File: config.mk
export PLATFORM = sky130hd
export DESIGN_NAME = ifm_fetch_master
export DESIGN_NICKNAME = d
export VERILOG_FILES = /design/src/rtl/ifm_pkg.sv /design/src/rtl/ifm_req_ctrl.sv /design/src/rtl/ifm_beat_cnt.sv /design/src/rtl/ifm_rsp_path.sv /design/src/rtl/ifm_fetch_master.sv
export SDC_FILE = /design/constraint.sdc
export NUM_CORES = 1
export LEC_CHECK = 0
export BUFFER_PORTS_ARGS = -buffer_cell sky130_fd_sc_hd__buf_2
export CORE_ASPECT_RATIO = 1.5
export CORE_MARGIN = 4
export CORE_UTILIZATION = 35
export CTS_CLUSTER_DIAMETER = 30
export CTS_CLUSTER_SIZE = 30
export DETAILED_ROUTE_END_ITERATION = 12
export HOLD_SLACK_MARGIN = 0.15
export MAX_ROUTING_LAYER = met4
export PLACE_DENSITY = 0.65
export SLEW_MARGIN = 10
export SYNTH_ARGS = -nofsm -noshare
export SYNTH_HDL_FRONTEND = slang
export SYNTH_SLANG_ARGS = --single-unit
File: constraint.sdc
create_clock -name clk -period 3.1 [get_ports clk]
set_clock_uncertainty 0.15 [all_clocks]
set_input_delay 0.465 -clock clk [delete_from_list [all_inputs] [get_ports clk]]
set_output_delay 0.465 -clock clk [all_outputs]
set_load 0.01 [all_outputs]
File: src/rtl/ifm_pkg.sv
package ifm_pkg;
  typedef enum logic [1:0] {
    ST_IDLE = 2'd0,
    ST_ADDR = 2'd1,
    ST_DATA = 2'd2
  } ifm_state_e;

  localparam logic [1:0] SZ_QUAD = 2'b01;
  localparam logic [1:0] SZ_LINE = 2'b10;
endpackage

File: src/rtl/ifm_req_ctrl.sv
module ifm_req_ctrl
  import ifm_pkg::*;
#(
  parameter int FETCH_AW   = 32,
  parameter int BUS_AW     = FETCH_AW - 2,
  parameter int QUAD_WORDS = 4,
  parameter int LINE_WORDS = 8,
  parameter int CNT_W      = 4
) (
  input  logic                clk,
  input  logic                rst,
  input  logic                bus32_i,
  input  logic                fetch_valid_i,
  input  logic                fetch_miss_i,
  input  logic [FETCH_AW-1:0] fetch_addr_i,
  input  logic                fetch_cacheable_i,
  input  logic                fetch_user_i,
  input  logic                fetch_quad_i,
  input  logic                bus_addr_ack_i,
  input  logic                final_beat_i,
  output logic                fetch_ready_o,
  output logic                bus_req_o,
  output logic [BUS_AW-1:0]   bus_addr_o,
  output logic [1:0]          bus_size_o,
  output logic                bus_cacheable_o,
  output logic                bus_user_o,
  output logic                data_phase_o,
  output logic [CNT_W-1:0]    beat_target_o
);
  ifm_state_e state_q;
  logic       accept;
  logic       use_quad;
  logic [CNT_W-1:0] words;
  logic [CNT_W-1:0] beats;
  logic [2:0] unused_low;

  assign unused_low = fetch_addr_i[2:0];

  // A cacheable hit needs no refill; everything else that is valid goes out.
  assign accept   = (state_q == ST_IDLE) && fetch_valid_i &&
                    (fetch_miss_i || !fetch_cacheable_i);
  // Cacheable fetches always fill a whole line.
  assign use_quad = !fetch_cacheable_i && fetch_quad_i;
  assign words    = use_quad ? CNT_W'(QUAD_WORDS) : CNT_W'(LINE_WORDS);
  // One word per beat on the narrow bus, two on the wide one.
  assign beats    = bus32_i ? words : (words >> 1);

  always_ff @(posedge clk) begin
    if (rst) begin
      state_q         <= ST_IDLE;
      bus_req_o       <= 1'b0;
      bus_addr_o      <= '0;
      bus_size_o      <= '0;
      bus_cacheable_o <= 1'b0;
      bus_user_o      <= 1'b0;
      beat_target_o   <= '0;
    end else begin
      case (state_q)
        ST_IDLE: begin
          if (accept) begin
            state_q         <= ST_ADDR;
            bus_req_o       <= 1'b1;
            bus_addr_o      <= {fetch_addr_i[FETCH_AW-1:3], 1'b0};
            bus_size_o      <= use_quad ? SZ_QUAD : SZ_LINE;
            bus_cacheable_o <= fetch_cacheable_i;
            bus_user_o      <= fetch_user_i;
            beat_target_o   <= beats;
          end
        end
        ST_ADDR: begin
          if (bus_addr_ack_i) begin
            state_q   <= ST_DATA;
            bus_req_o <= 1'b0;
          end
        end
        ST_DATA: begin
          if (final_beat_i) begin
            state_q <= ST_IDLE;
          end
        end
        default: begin
          state_q   <= ST_IDLE;
          bus_req_o <= 1'b0;
        end
      endcase
    end
  end

  assign fetch_ready_o = (state_q == ST_IDLE);
  assign data_phase_o  = (state_q == ST_DATA);
endmodule

File: src/rtl/ifm_beat_cnt.sv
module ifm_beat_cnt #(
  parameter int CNT_W = 4
) (
  input  logic             clk,
  input  logic             rst,
  input  logic             data_phase_i,
  input  logic             rd_ack_i,
  input  logic [CNT_W-1:0] target_i,
  output logic             beat_o,
  output logic             final_beat_o
);
  logic [CNT_W-1:0] cnt_q;

  // Beats are only meaningful once the address phase has completed.
  assign beat_o       = data_phase_i && rd_ack_i;
  assign final_beat_o = beat_o && (cnt_q == target_i - CNT_W'(1));

  always_ff @(posedge clk) begin
    if (rst || !data_phase_i) begin
      cnt_q <= '0;
    end else if (final_beat_o) begin
      cnt_q <= '0;
    end else if (beat_o) begin
      cnt_q <= cnt_q + CNT_W'(1);
    end
  end
endmodule

File: src/rtl/ifm_rsp_path.sv
module ifm_rsp_path #(
  parameter int DATA_W = 64
) (
  input  logic              clk,
  input  logic              rst,
  input  logic              beat_i,
  input  logic              final_i,
  input  logic [DATA_W-1:0] data_i,
  output logic              rsp_valid_o,
  output logic              rsp_last_o,
  output logic [DATA_W-1:0] rsp_data_o
);
  always_ff @(posedge clk) begin
    if (rst) begin
      rsp_valid_o <= 1'b0;
      rsp_last_o  <= 1'b0;
    end else begin
      rsp_valid_o <= beat_i;
      rsp_last_o  <= final_i;
    end
  end

  // Data register carries no reset so it maps onto plain flops.
  always_ff @(posedge clk) begin
    if (beat_i) begin
      rsp_data_o <= data_i;
    end
  end
endmodule

File: src/rtl/ifm_fetch_master.sv
module ifm_fetch_master #(
  parameter int FETCH_AW   = 32,
  parameter int DATA_W     = 64,
  parameter int QUAD_WORDS = 4,
  parameter int LINE_WORDS = 8,
  localparam int BUS_AW    = FETCH_AW - 2,
  localparam int CNT_W     = $clog2(LINE_WORDS + 1)
) (
  input  logic                clk,
  input  logic                rst,
  input  logic                bus32_i,
  input  logic                fetch_valid_i,
  output logic                fetch_ready_o,
  input  logic                fetch_miss_i,
  input  logic [FETCH_AW-1:0] fetch_addr_i,
  input  logic                fetch_cacheable_i,
  input  logic                fetch_user_i,
  input  logic                fetch_quad_i,
  output logic                bus_req_o,
  output logic [BUS_AW-1:0]   bus_addr_o,
  output logic [1:0]          bus_size_o,
  output logic                bus_cacheable_o,
  output logic                bus_user_o,
  input  logic                bus_addr_ack_i,
  input  logic                bus_rd_ack_i,
  input  logic [DATA_W-1:0]   bus_rd_data_i,
  output logic                rsp_valid_o,
  output logic [DATA_W-1:0]   rsp_data_o,
  output logic                rsp_last_o
);
  logic             data_phase;
  logic             beat;
  logic             final_beat;
  logic [CNT_W-1:0] beat_target;

  ifm_req_ctrl #(
    .FETCH_AW  (FETCH_AW),
    .BUS_AW    (BUS_AW),
    .QUAD_WORDS(QUAD_WORDS),
    .LINE_WORDS(LINE_WORDS),
    .CNT_W     (CNT_W)
  ) ctrl_i (
    .clk              (clk),
    .rst              (rst),
    .bus32_i          (bus32_i),
    .fetch_valid_i    (fetch_valid_i),
    .fetch_miss_i     (fetch_miss_i),
    .fetch_addr_i     (fetch_addr_i),
    .fetch_cacheable_i(fetch_cacheable_i),
    .fetch_user_i     (fetch_user_i),
    .fetch_quad_i     (fetch_quad_i),
    .bus_addr_ack_i   (bus_addr_ack_i),
    .final_beat_i     (final_beat),
    .fetch_ready_o    (fetch_ready_o),
    .bus_req_o        (bus_req_o),
    .bus_addr_o       (bus_addr_o),
    .bus_size_o       (bus_size_o),
    .bus_cacheable_o  (bus_cacheable_o),
    .bus_user_o       (bus_user_o),
    .data_phase_o     (data_phase),
    .beat_target_o    (beat_target)
  );

  ifm_beat_cnt #(
    .CNT_W(CNT_W)
  ) cnt_i (
    .clk         (clk),
    .rst         (rst),
    .data_phase_i(data_phase),
    .rd_ack_i    (bus_rd_ack_i),
    .target_i    (beat_target),
    .beat_o      (beat),
    .final_beat_o(final_beat)
  );

  ifm_rsp_path #(
    .DATA_W(DATA_W)
  ) rsp_i (
    .clk        (clk),
    .rst        (rst),
    .beat_i     (beat),
    .final_i    (final_beat),
    .data_i     (bus_rd_data_i),
    .rsp_valid_o(rsp_valid_o),
    .rsp_last_o (rsp_last_o),
    .rsp_data_o (rsp_data_o)
  );
endmodule

==> Word level (Yosys, flattened, before mapping) <==
Index checks and enable logic that the tools add are counted.
{ "totals": {"reg_bits": 110, "input_bits": 106, "output_inout_bits": 102, "word_cells": 44} }
{ "classes": {"n_addsub": 2, "eq_ne": 6, "mux": 10, "n_bitwise": 1, "reduce_logical": 14} }
{ "op_table": {"columns": ["operator", "count"], "rows": [
  ["$mux W2", 4],
  ["$mux W4", 2],
  ["$pmux W2 S3", 1],
  ["$reduce_and A3 Y1", 2],
  ["$logic_and A1 B1 Y1", 5],
  ["$add A4 B1 Y4 const B", 1],
  ["$eq A4 B4 Y1", 1],
  ["$ne A2 B1 Y1 const B", 2],
  ["$sub A4 B1 Y4 const B", 1],
  ["$pmux W1 S3", 1],
  ["$eq A2 B1 Y1 const B", 1],
  ["$eq A2 B2 Y1 const B", 1],
  ["$logic_not A1 Y1", 2],
  ["$logic_not A2 Y1", 1],
  ["$logic_or A1 B1 Y1", 2],
  ["$mux W1", 2],
  ["$ne A2 B2 Y1 const B", 1],
  ["$reduce_and A2 Y1", 1],
  ["$reduce_or A2 Y1", 1],
  ["$not A1 Y1", 1]
]} }

==> Longest topological paths before layout <==
Gate-level depths: netlist of run 1.
{ "logic_depth": {"depth_word": 5, "depth_mapped": 5, "depth_no_buf": 5} }

==> Cells and area by module <==
From an unflattened synthesis of run 1, not the netlist that was laid out.
{ "hier_totals": {"hier_cells": 284, "hier_area_um2": 3848.7} }
{ "by_module_without_submodules": {"columns": ["module", "n_inst", "cells_per_inst", "area_each_um2", "seq_area_each_um2"], "rows": [
  ["ifm_rsp_path", 1, 68, 1974.4, 1961.9],
  ["ifm_req_ctrl", 1, 188, 1594.0, 780.7],
  ["ifm_beat_cnt", 1, 28, 280.3, 80.1]
]} }

==> Least setup slack after synthesis of run 1 <==
No wires, ideal clock.
{ "synth_path": {"path_kind": "reg-to-reg", "from": "register ctrl_i.state_q[0]", "to": "register rsp_i.rsp_data_o[0], enable pin", "setup_ns": 0.418, "t_arrival_ns": 1.932, "required_ns": 2.532, "setup_slack_ns": 0.600, "stages_incl_launch_ff": 4, "path_buffers": 1, "synth_period_minus_slack_ns": 2.500, "cell_sequence": "dfxtp_1 > buf_4 > nand3b_1 > inv_1"} }
{ "synth_between": {"elab_chain_cells": 2} }
{ "synth_lines": {"columns": ["element", "line_no", "text"], "rows": [
  ["from (decl)", "ifm_req_ctrl.sv:30", "ifm_state_e state_q;"],
  ["from (signal assigned)", "ifm_req_ctrl.sv:50", "state_q <= ST_IDLE;"],
  ["from (signal assigned)", "ifm_req_ctrl.sv:61", "state_q <= ST_ADDR;"],
  ["from (signal assigned)", "ifm_req_ctrl.sv:72", "state_q <= ST_DATA;"],
  ["$eq A2 B2 Y1", "ifm_req_ctrl.sv:90", "assign data_phase_o = (state_q == ST_DATA);"],
  ["$logic_and A1 B1 Y1", "ifm_beat_cnt.sv:15", "assign beat_o = data_phase_i && rd_ack_i;"],
  ["via beat", "ifm_fetch_master.sv:32", "logic beat;"],
  ["to (signal assigned)", "ifm_rsp_path.sv:26", "rsp_data_o <= data_i;"],
  ["to (decl)", "ifm_rsp_path.sv:11", "output logic [DATA_W-1:0] rsp_data_o"]
]} }
The timed path passes the listed nets, and every way through them passes these cells.
A chain may end at the register's enable or synchronous reset.

==> Worst setup path after layout of run 1 <==
{ "layout_path": {"from": "register ctrl_i.state_q[1]", "to": "register ctrl_i.bus_addr_o[26]"} }
{ "layout_between": {"elab_chain_cells": 4} }
{ "layout_lines": {"columns": ["element", "line_no", "text"], "rows": [
  ["$logic_not A2 Y1 *", "ifm_req_ctrl.sv:40, ifm_req_ctrl.sv:58", null],
  ["$logic_and A1 B1 Y1 (2 in a row)", "ifm_req_ctrl.sv:40", "assign accept = (state_q == ST_IDLE) && fetch_valid_i &&"],
  ["$reduce_and A2 Y1 (no line) *", null, null],
  ["to (signal assigned)", "ifm_req_ctrl.sv:63", "bus_addr_o <= {fetch_addr_i[FETCH_AW-1:3], 1'b0};"],
  ["to (decl)", "ifm_req_ctrl.sv:23", "output logic [BUS_AW-1:0] bus_addr_o,"]
]} }
Every way passes the cells marked *; elsewhere a longest branch is shown, timed or not.

==> insert_results.sql, run 1 <==
INSERT INTO impl_metrics (metric_group, metric, value, unit) VALUES
('synth', 'synthesized_flop_and_latch_total', '109', ''),
('worst_setup_path', 'crit_buf_inv', '0', ''),
('worst_setup_path', 'cell_by_cell_trace_of_the_critical_path', 'or3b_1 -> o21ai_0 -> a21oi_1', ''),
('worst_setup_path', 'cp_data_arrival_time', '2.26', 'ns'),
('power_and_ir_drop', 'power.share.switching', '23.6', '%'),
('grt', 'grt_first_pass_wirelength', '17.4', 'mm'),
('synth', 'xor_xnor_fraction_of_synth_area', '1.51', '%'),
('routing', 'first_pass_iteration_count_of_the_detailed_router', '4', ''),
('routing', 'antenna_left', '0', ''),
('routing', 'met3RoutedLength', '1.06', 'mm'),
('routing', 'route.final.wire_length', '12.3', 'mm'),
('timing', 'unrepaired_setup_endpoints_after_global_routing', 'false', ''),
('power_and_ir_drop', 'power_frac_comb', '10.6', '%'),
('floorplan', 'io_pins', '208', ''),
('cells_and_area', 'layout.cells.most_common_list', 'buf_2, edfxtp_1, dlygate4sd3_1, dfxtp_1, a21oi_1', ''),
('cells_and_area', 'num-nets-final', '653', ''),
('floorplan', 'floorplan.rows', '46', ''),
('timing', 'max_freq', '0.465', 'GHz'),
('floorplan', 'fp.dieW', '94.0', 'µm'),
('synth', 'seq_area_frac_synth', '72.6', '%'),
('power_and_ir_drop', 'total_switching_power', '738', 'µW'),
('routing', 'detail_route.drc_violations', '0', ''),
('timing', 'worst-slew-pin-transition', '1.13', 'ns'),
('routing', 'met2WireLength', '6.44', 'mm'),
('synth', 'synthesis.nets', '398', ''),
('worst_setup_path', 'path_class', 'reg -> reg', ''),
('timing', 'timing.final.setup_violations', '0', ''),
('synth', 'synthSimpleGateAreaFrac', '9.21', '%'),
('clocking', 'htreeDepth', '3', ''),
('clocking', 'cts.reportedPaths.clkPinSlew', '0.07', 'ns'),
('outcome', 'run_status', 'finished clean', ''),
('cells_and_area', 'finalInstanceArea', '5890', 'µm²'),
('synth', 'synth_mux_area_share', '0.258', '%'),
('power_and_ir_drop', 'sequentialPowerShare', '51.1', '%'),
('cells_and_area', 'layout-drive-gt1-share', '42.2', '%'),
('grt', 'grt_overflow', '0', ''),
('synth', 'synth-adder-area-share', '1.29', '%'),
('routing', 'wl_per_cell', '17.7', 'µm'),
('synth', 'gate_count_after_technology_mapping', '288', ''),
('placed_design', 'dpl_cell_area', '4970', 'µm²'),
('clocking', 'clock-root-buffer', 'clkbuf_16', ''),
('routing', 'm1WireLength', '4.64', 'mm'),
('floorplan', 'die_h', '137', 'µm'),
('clocking', 'worstSkewPairLatency', '0.34', 'ns'),
('job', 'cap_viol_max_count', '0', ''),
('floorplan', 'start_util', '36.3', '%'),
('synth', 'yosys.cell_types.count', '36', ''),
('clocking', 'numClockSinks', '109', ''),
('floorplan', 'coreArea', '10700', 'µm²'),
('clocking', 'ctsResizeCount', '0', ''),
('worst_setup_path', 'critical-path-max-stage-delay', '0.93', 'ns'),
('power_and_ir_drop', 'power.share.clock', '38.2', '%'),
('clocking', 'tritoncts_clock_tree', 'done', ''),
('worst_setup_path', 'crit_path_max_fanout', '36', ''),
('worst_setup_path', 'cpMaxStageDelayCell', 'or3b_1', ''),
('timing', 'finalCritPeriodShare', '69.4', '%'),
('power_and_ir_drop', 'irDropWorstVdd', '342', 'µV'),
('synth', 'post_synthesis_cell_area', '3890', 'µm²'),
('grt', 'grt_start_max_net_pins', '43', ''),
('grt', 'grt_antenna_before_repair', '0', ''),
('power_and_ir_drop', 'p_per_cell_area', '532', 'nW/µm²'),
('placed_design', 'detailed_place_hpwl', '8.10', 'mm'),
('routing', 'drt-vias-per-instance', '4.74', ''),
('timing', 'hold_viol_final', '0', ''),
('synth', 'synth_edf_count', '64', ''),
('synth', 'ys_dominant_reg_cell', 'edfxtp_1', ''),
('grt', 'first_global_vias', '3226', ''),
('synth', 'avgSynthCellArea', '13.5', 'µm²'),
('worst_setup_path', 'worstSetupEndpointType', 'flip-flop', ''),
('worst_setup_path', 'crit_family', 'simple AND/OR/NAND/NOR gates', ''),
('cells_and_area', 'antenna_cells_inserted', '0', '');
## cells by family (layout without fill, tap and decap cells)
logic type,Yosys count,count (layout)
mux,1,1
xor+xnor,5,5
simple gates,60,60
fa+ha+maj,4,4
flops,109,109
buf+inv,29,289
compound gates,79,79
other cells,1,1
## final timing paths
| check | slack [ns] | end | cells past startpoint | start |
|---|---|---|---|---|
| max | 0.95 | ctrl_i.bus_addr_o[26] | 3 | ctrl_i.state_q[1] |
| min | 0.16 | rsp_i.rsp_data_o[1] | 1 | bus_rd_data_i[1] |
| max reg2reg | 0.95 | ctrl_i.bus_addr_o[26] | 3 | ctrl_i.state_q[1] |
| min reg2reg | 0.32 | ctrl_i.bus_req_o | 2 | ctrl_i.bus_req_o |
## metal layers
| layer | global-route usage, % | up-vias |
|---|---|---|
| li1 | - | 1572 |
| met1 | 19.7 | 1544 |
| met2 | 33.0 | 156 |
| met3 | 5.50 | 6 |
| met4 | 4.50 | 0 |
| met5 | - | - |
## power groups by stage
stage               clock, µW  sequential [µW]  combinational (µW)
floorplan                   0             1650                 124
CTS                      1230             1600                 328
detailed placement          0             1640                 271
global placement            0             1630                 263
finish                   1200             1600                 333
global route             1300             1610                 364
## sequential cells by signal, indices dropped and copies added, names as in the netlist
name	flops
cnt_i.cnt_q	4
ctrl_i.beat_target_o	3
ctrl_i.bus_addr_o	29
ctrl_i.bus_cacheable_o	1
ctrl_i.bus_req_o	1
ctrl_i.bus_size_o	2
ctrl_i.bus_user_o	1
ctrl_i.state_q	2
rsp_i.rsp_data_o	64
rsp_i.rsp_last_o	1
rsp_i.rsp_valid_o	1
## timing repair
item                      4_1_cts  5_1_grt
hold endpoints to repair       55        5
setup buffers                   0        0
hold buffers                   55        5
## Yosys cell counts (all sizes together) (3+ instances only)
cell type / n / area (µm²)
edfxtp: 64 / 1920
nor2: 4 / 15.0
o21ai: 37 / 185
buf: 11 / 104
clkbuf: 12 / 50.1
a21oi: 38 / 190
inv: 6 / 22.5
nand2: 4 / 15.0
dfxtp: 45 / 901
ha: 4 / 50.1
nand3: 35 / 175
or3b: 3 / 26.3
## through the flow
stage	power (µW)	util [%]	std cells	hold WS, ns	setup slack, ns
after floorplan	1780	-	288	0.309	0.600
after global placement	1900	46.5	616	0.300	0.991
after detailed placement	1910	46.5	616	0.314	0.911
after CTS	3160	54.5	687	0.151	0.938
after global routing	3280	55.0	692	0.151	0.804
final	3130	55.0	692	0.158	0.950
## final cells by class
type,count,area (µm²)
sequential,109,2820
inverter,6,22.5
multi-input combinational,150,890
timing repair buffer,267,1660
clock inverter,7,90.1
fill,911,4820
tap,144,180
clock buffer,9,225
(Power assumes the default switching activity.)
==> run 2: changes to the inputs <==
PLACE_DENSITY = 0.67   (was 0.65)
clock period = 1.9 ns   (was 3.1 ns; I/O delays follow)
==> run 2 against run 1 <==
  * First-iteration DRC count up 24%
  * Cell area rose by 7.4%
  * Hold slack improved by 0.024 ns
  * Critical path type is now in -> reg
  * Cell count rose by 7.1%
  * Largest power group unchanged
  * Combinational power increased by 90%
  * Non-clock buffer count is 45 higher
  * Sequential share of layout area down 3.3 points
==> insert_results.sql, run 2 (synthesized netlist as in run 1, its figures left out) <==
INSERT INTO impl_metrics (metric_group, metric, value, unit) VALUES
('worst_setup_path', 'worst-r2r-setup-slack', '0.20', 'ns'),
('timing', 'max_freq', '0.572', 'GHz'),
('outcome', 'run_status', 'finished clean', ''),
('timing', 'report.final.slew_viol_count', '0', ''),
('placed_design', 'detailed_place_hpwl', '8.10', 'mm'),
('floorplan', 'coreArea', '10700', 'µm²'),
('timing', 'layout_setup_ws', '0.153', 'ns'),
('cells_and_area', 'flow.area_growth_from_synthesis', '62.8', '%'),
('routing', 'initialDrtViolationCount', '228', ''),
('placed_design', 'input_output_buffers', '203', ''),
('worst_setup_path', 'cp_data_arrival_time', '1.61', 'ns'),
('power_and_ir_drop', 'irDropWorstVdd', '450', 'µV'),
('placed_design', 'dpl_cell_area', '5020', 'µm²'),
('cells_and_area', 'max_flop_register', 'rsp_i.rsp_data_o', ''),
('timing', 'timing.final.setup_violations', '0', ''),
('floorplan', 'io_pins', '208', ''),
('clocking', 'clock-root-buffer', 'clkbuf_16', ''),
('min_path', 'type_of_the_most_critical_hold_path', 'in -> reg', ''),
('worst_setup_path', 'crit_path_start_kind', 'input pin', ''),
('clocking', 'cts_buffers', '9', ''),
('routing', 'detail_route.drc_violations', '0', ''),
('floorplan', 'floorplan.rows', '46', ''),
('floorplan', 'fp.dieArea', '12900', 'µm²'),
('timing', 'unrepaired_setup_endpoints_after_global_routing', 'false', ''),
('power_and_ir_drop', 'p_per_cell_area', '808', 'nW/µm²'),
('worst_setup_path', 'cp_data_required_time', '1.76', 'ns'),
('grt', 'grt_overflow', '0', ''),
('routing', 'antenna_left', '0', ''),
('timing', 'finalCritPeriodShare', '91.9', '%'),
('clocking', 'htreeDepth', '3', ''),
('clocking', 'numClockSinks', '109', ''),
('power_and_ir_drop', 'leakagePower', '0.00266', 'µW'),
('placed_design', 'gp_congestion', '0.716', ''),
('cells_and_area', 'leading_registers_by_flop_count', 'rsp_i.rsp_data_o: 64 flops, ctrl_i.bus_addr_o: 29 flops, cnt_i.cnt_q: 4 flops', ''),
('worst_setup_path', 'critical-path-max-stage-delay', '0.52', 'ns'),
('floorplan', 'start_util', '36.3', '%'),
('routing', 'wl_per_cell', '17.9', 'µm'),
('floorplan', 'fp.dieW', '94.0', 'µm'),
('cells_and_area', 'utilization', '59.1', '%'),
('clocking', 'worstSkewPairLatency', '0.34', 'ns'),
('worst_setup_path', 'path_class', 'in -> reg', ''),
('clocking', 'cts.reportedPaths.clkPinSlew', '0.07', 'ns'),
('clocking', 'cts_post_setup_buffers_inserted', '0', ''),
('grt', 'grt_start_max_net_pins', '65', ''),
('floorplan', 'die_h', '137', 'µm'),
('cells_and_area', 'layout-drive-gt1-share', '40.1', '%'),
('grt', 'grt_antenna_before_repair', '2', ''),
('routing', 'drt-vias-per-instance', '4.77', ''),
('power_and_ir_drop', 'totalPowerFinal', '5110', 'µW'),
('job', 'cap_viol_max_count', '0', ''),
('routing', 'dr_total_vias', '3534', ''),
('worst_setup_path', 'cell_by_cell_trace_of_the_critical_path', 'dlygate4sd3_1 -> buf_2 -> nand3b_1 -> clkinvlp_4 -> buf_12', ''),
('routing', 'route.final.wire_length', '13.3', 'mm'),
('grt', 'grt_first_pass_wirelength', '19.5', 'mm'),
('cells_and_area', 'commonest_non_fill_non_tap_cell_in_the_layout', 'buf_2', ''),
('worst_setup_path', 'crit_path_max_fanout', '64', ''),
('cells_and_area', 'num-nets-final', '698', ''),
('grt', 'first_global_vias', '3598', ''),
('cells_and_area', 'largest_reg_flops', '64', ''),
('routing', 'first_pass_iteration_count_of_the_detailed_router', '5', ''),
('grt', 'groute.usage.overall', '20.9', '%'),
('timing', 'hold_viol_final', '0', ''),
('clocking', 'tritoncts_clock_tree', 'done', ''),
('cells_and_area', 'layout.cells.most_common_list', 'buf_2, dlygate4sd3_1, edfxtp_1, dfxtp_1, a21oi_1', ''),
('clocking', 'clock_tree.buffer_depth', '2', ''),
('placed_design', 'preCtsSetupSlack', '0.177', 'ns'),
('timing', 'final_period_minus_worst_setup_slack', '1.75', 'ns'),
('cells_and_area', 'finalInstanceArea', '6330', 'µm²'),
('worst_setup_path', 'cpMaxStageDelayCell', 'dlygate4sd3_1', ''),
('worst_setup_path', 'worstSetupEndpointType', 'flip-flop', '');
run 2: cell types whose count changed in the layout (fill, tap and decap cells not counted), moves of 2 or more:
cell / delta
buf_4: +6
diode_2: +4
dlygate4sd3_1: +39
inv_6: +2
inv_8: -2
run 2: per-stage QoR:
| stage | std cells | hold WS [ns] | TNS, ns |
|---|---|---|---|
| finish | 741 | 0.182 | 0 |
| global route | 739 | 0.200 | 0 |
| CTS | 737 | 0.170 | 0 |
| detailed placement | 622 | 0.309 | 0 |
| global placement | 622 | 0.299 | 0 |
| floorplan | 288 | 0.234 | -15.36 |
run 2: where the power goes:
| part | switching (µW) | total, µW | internal [µW] | leakage, µW |
|---|---|---|---|---|
| combinational | 302 | 634 | 332 | 0.00156 |
| sequential | 36.5 | 2610 | 2580 | 0.000946 |
| clock | 899 | 1860 | 964 | 0.000149 |
run 2: area by class of cell:
| cell class | instances | area, µm² |
|---|---|---|
| tap | 144 | 180 |
| clock buffer | 10 | 239 |
| multi-input combinational | 150 | 890 |
| sequential | 109 | 2820 |
| inverter | 6 | 26.3 |
| fill | 862 | 4380 |
| antenna | 4 | 10.0 |
| clock inverter | 6 | 62.6 |
| timing repair buffer | 312 | 2090 |
run 2: timing repair:
item                       4_1_cts  5_1_grt
hold buffers                    99        0
setup endpoints to repair        0        0
resized for setup                0        0
hold endpoints to repair        99        0
run 2: final timing paths:
path         cells past startpoint                     from                   end
max                              5             bus_rd_ack_i  rsp_i.rsp_data_o[58]
max reg2reg                      5  ctrl_i.beat_target_o[1]        cnt_i.cnt_q[3]
min reg2reg                      2         ctrl_i.bus_req_o      ctrl_i.bus_req_o
min                              3             fetch_quad_i  ctrl_i.bus_size_o[1]
run 2: metal layers:
| metal | track usage, % | routed length (µm) | part of all wire, % |
|---|---|---|---|
| met1 | 22.1 | 4850 | 37 |
| met2 | 35.9 | 6920 | 52 |
| met3 | 5.45 | 1120 | 8.4 |
| met4 | 9.88 | 382 | 2.9 |
| met5 | - | 0 | 0 |
run 2: worst max-delay path, delay by kind of cell:
family,cells,cell delay [ns]
buffers and inverters,4,1.10
and+or+nand+nor,1,0.18
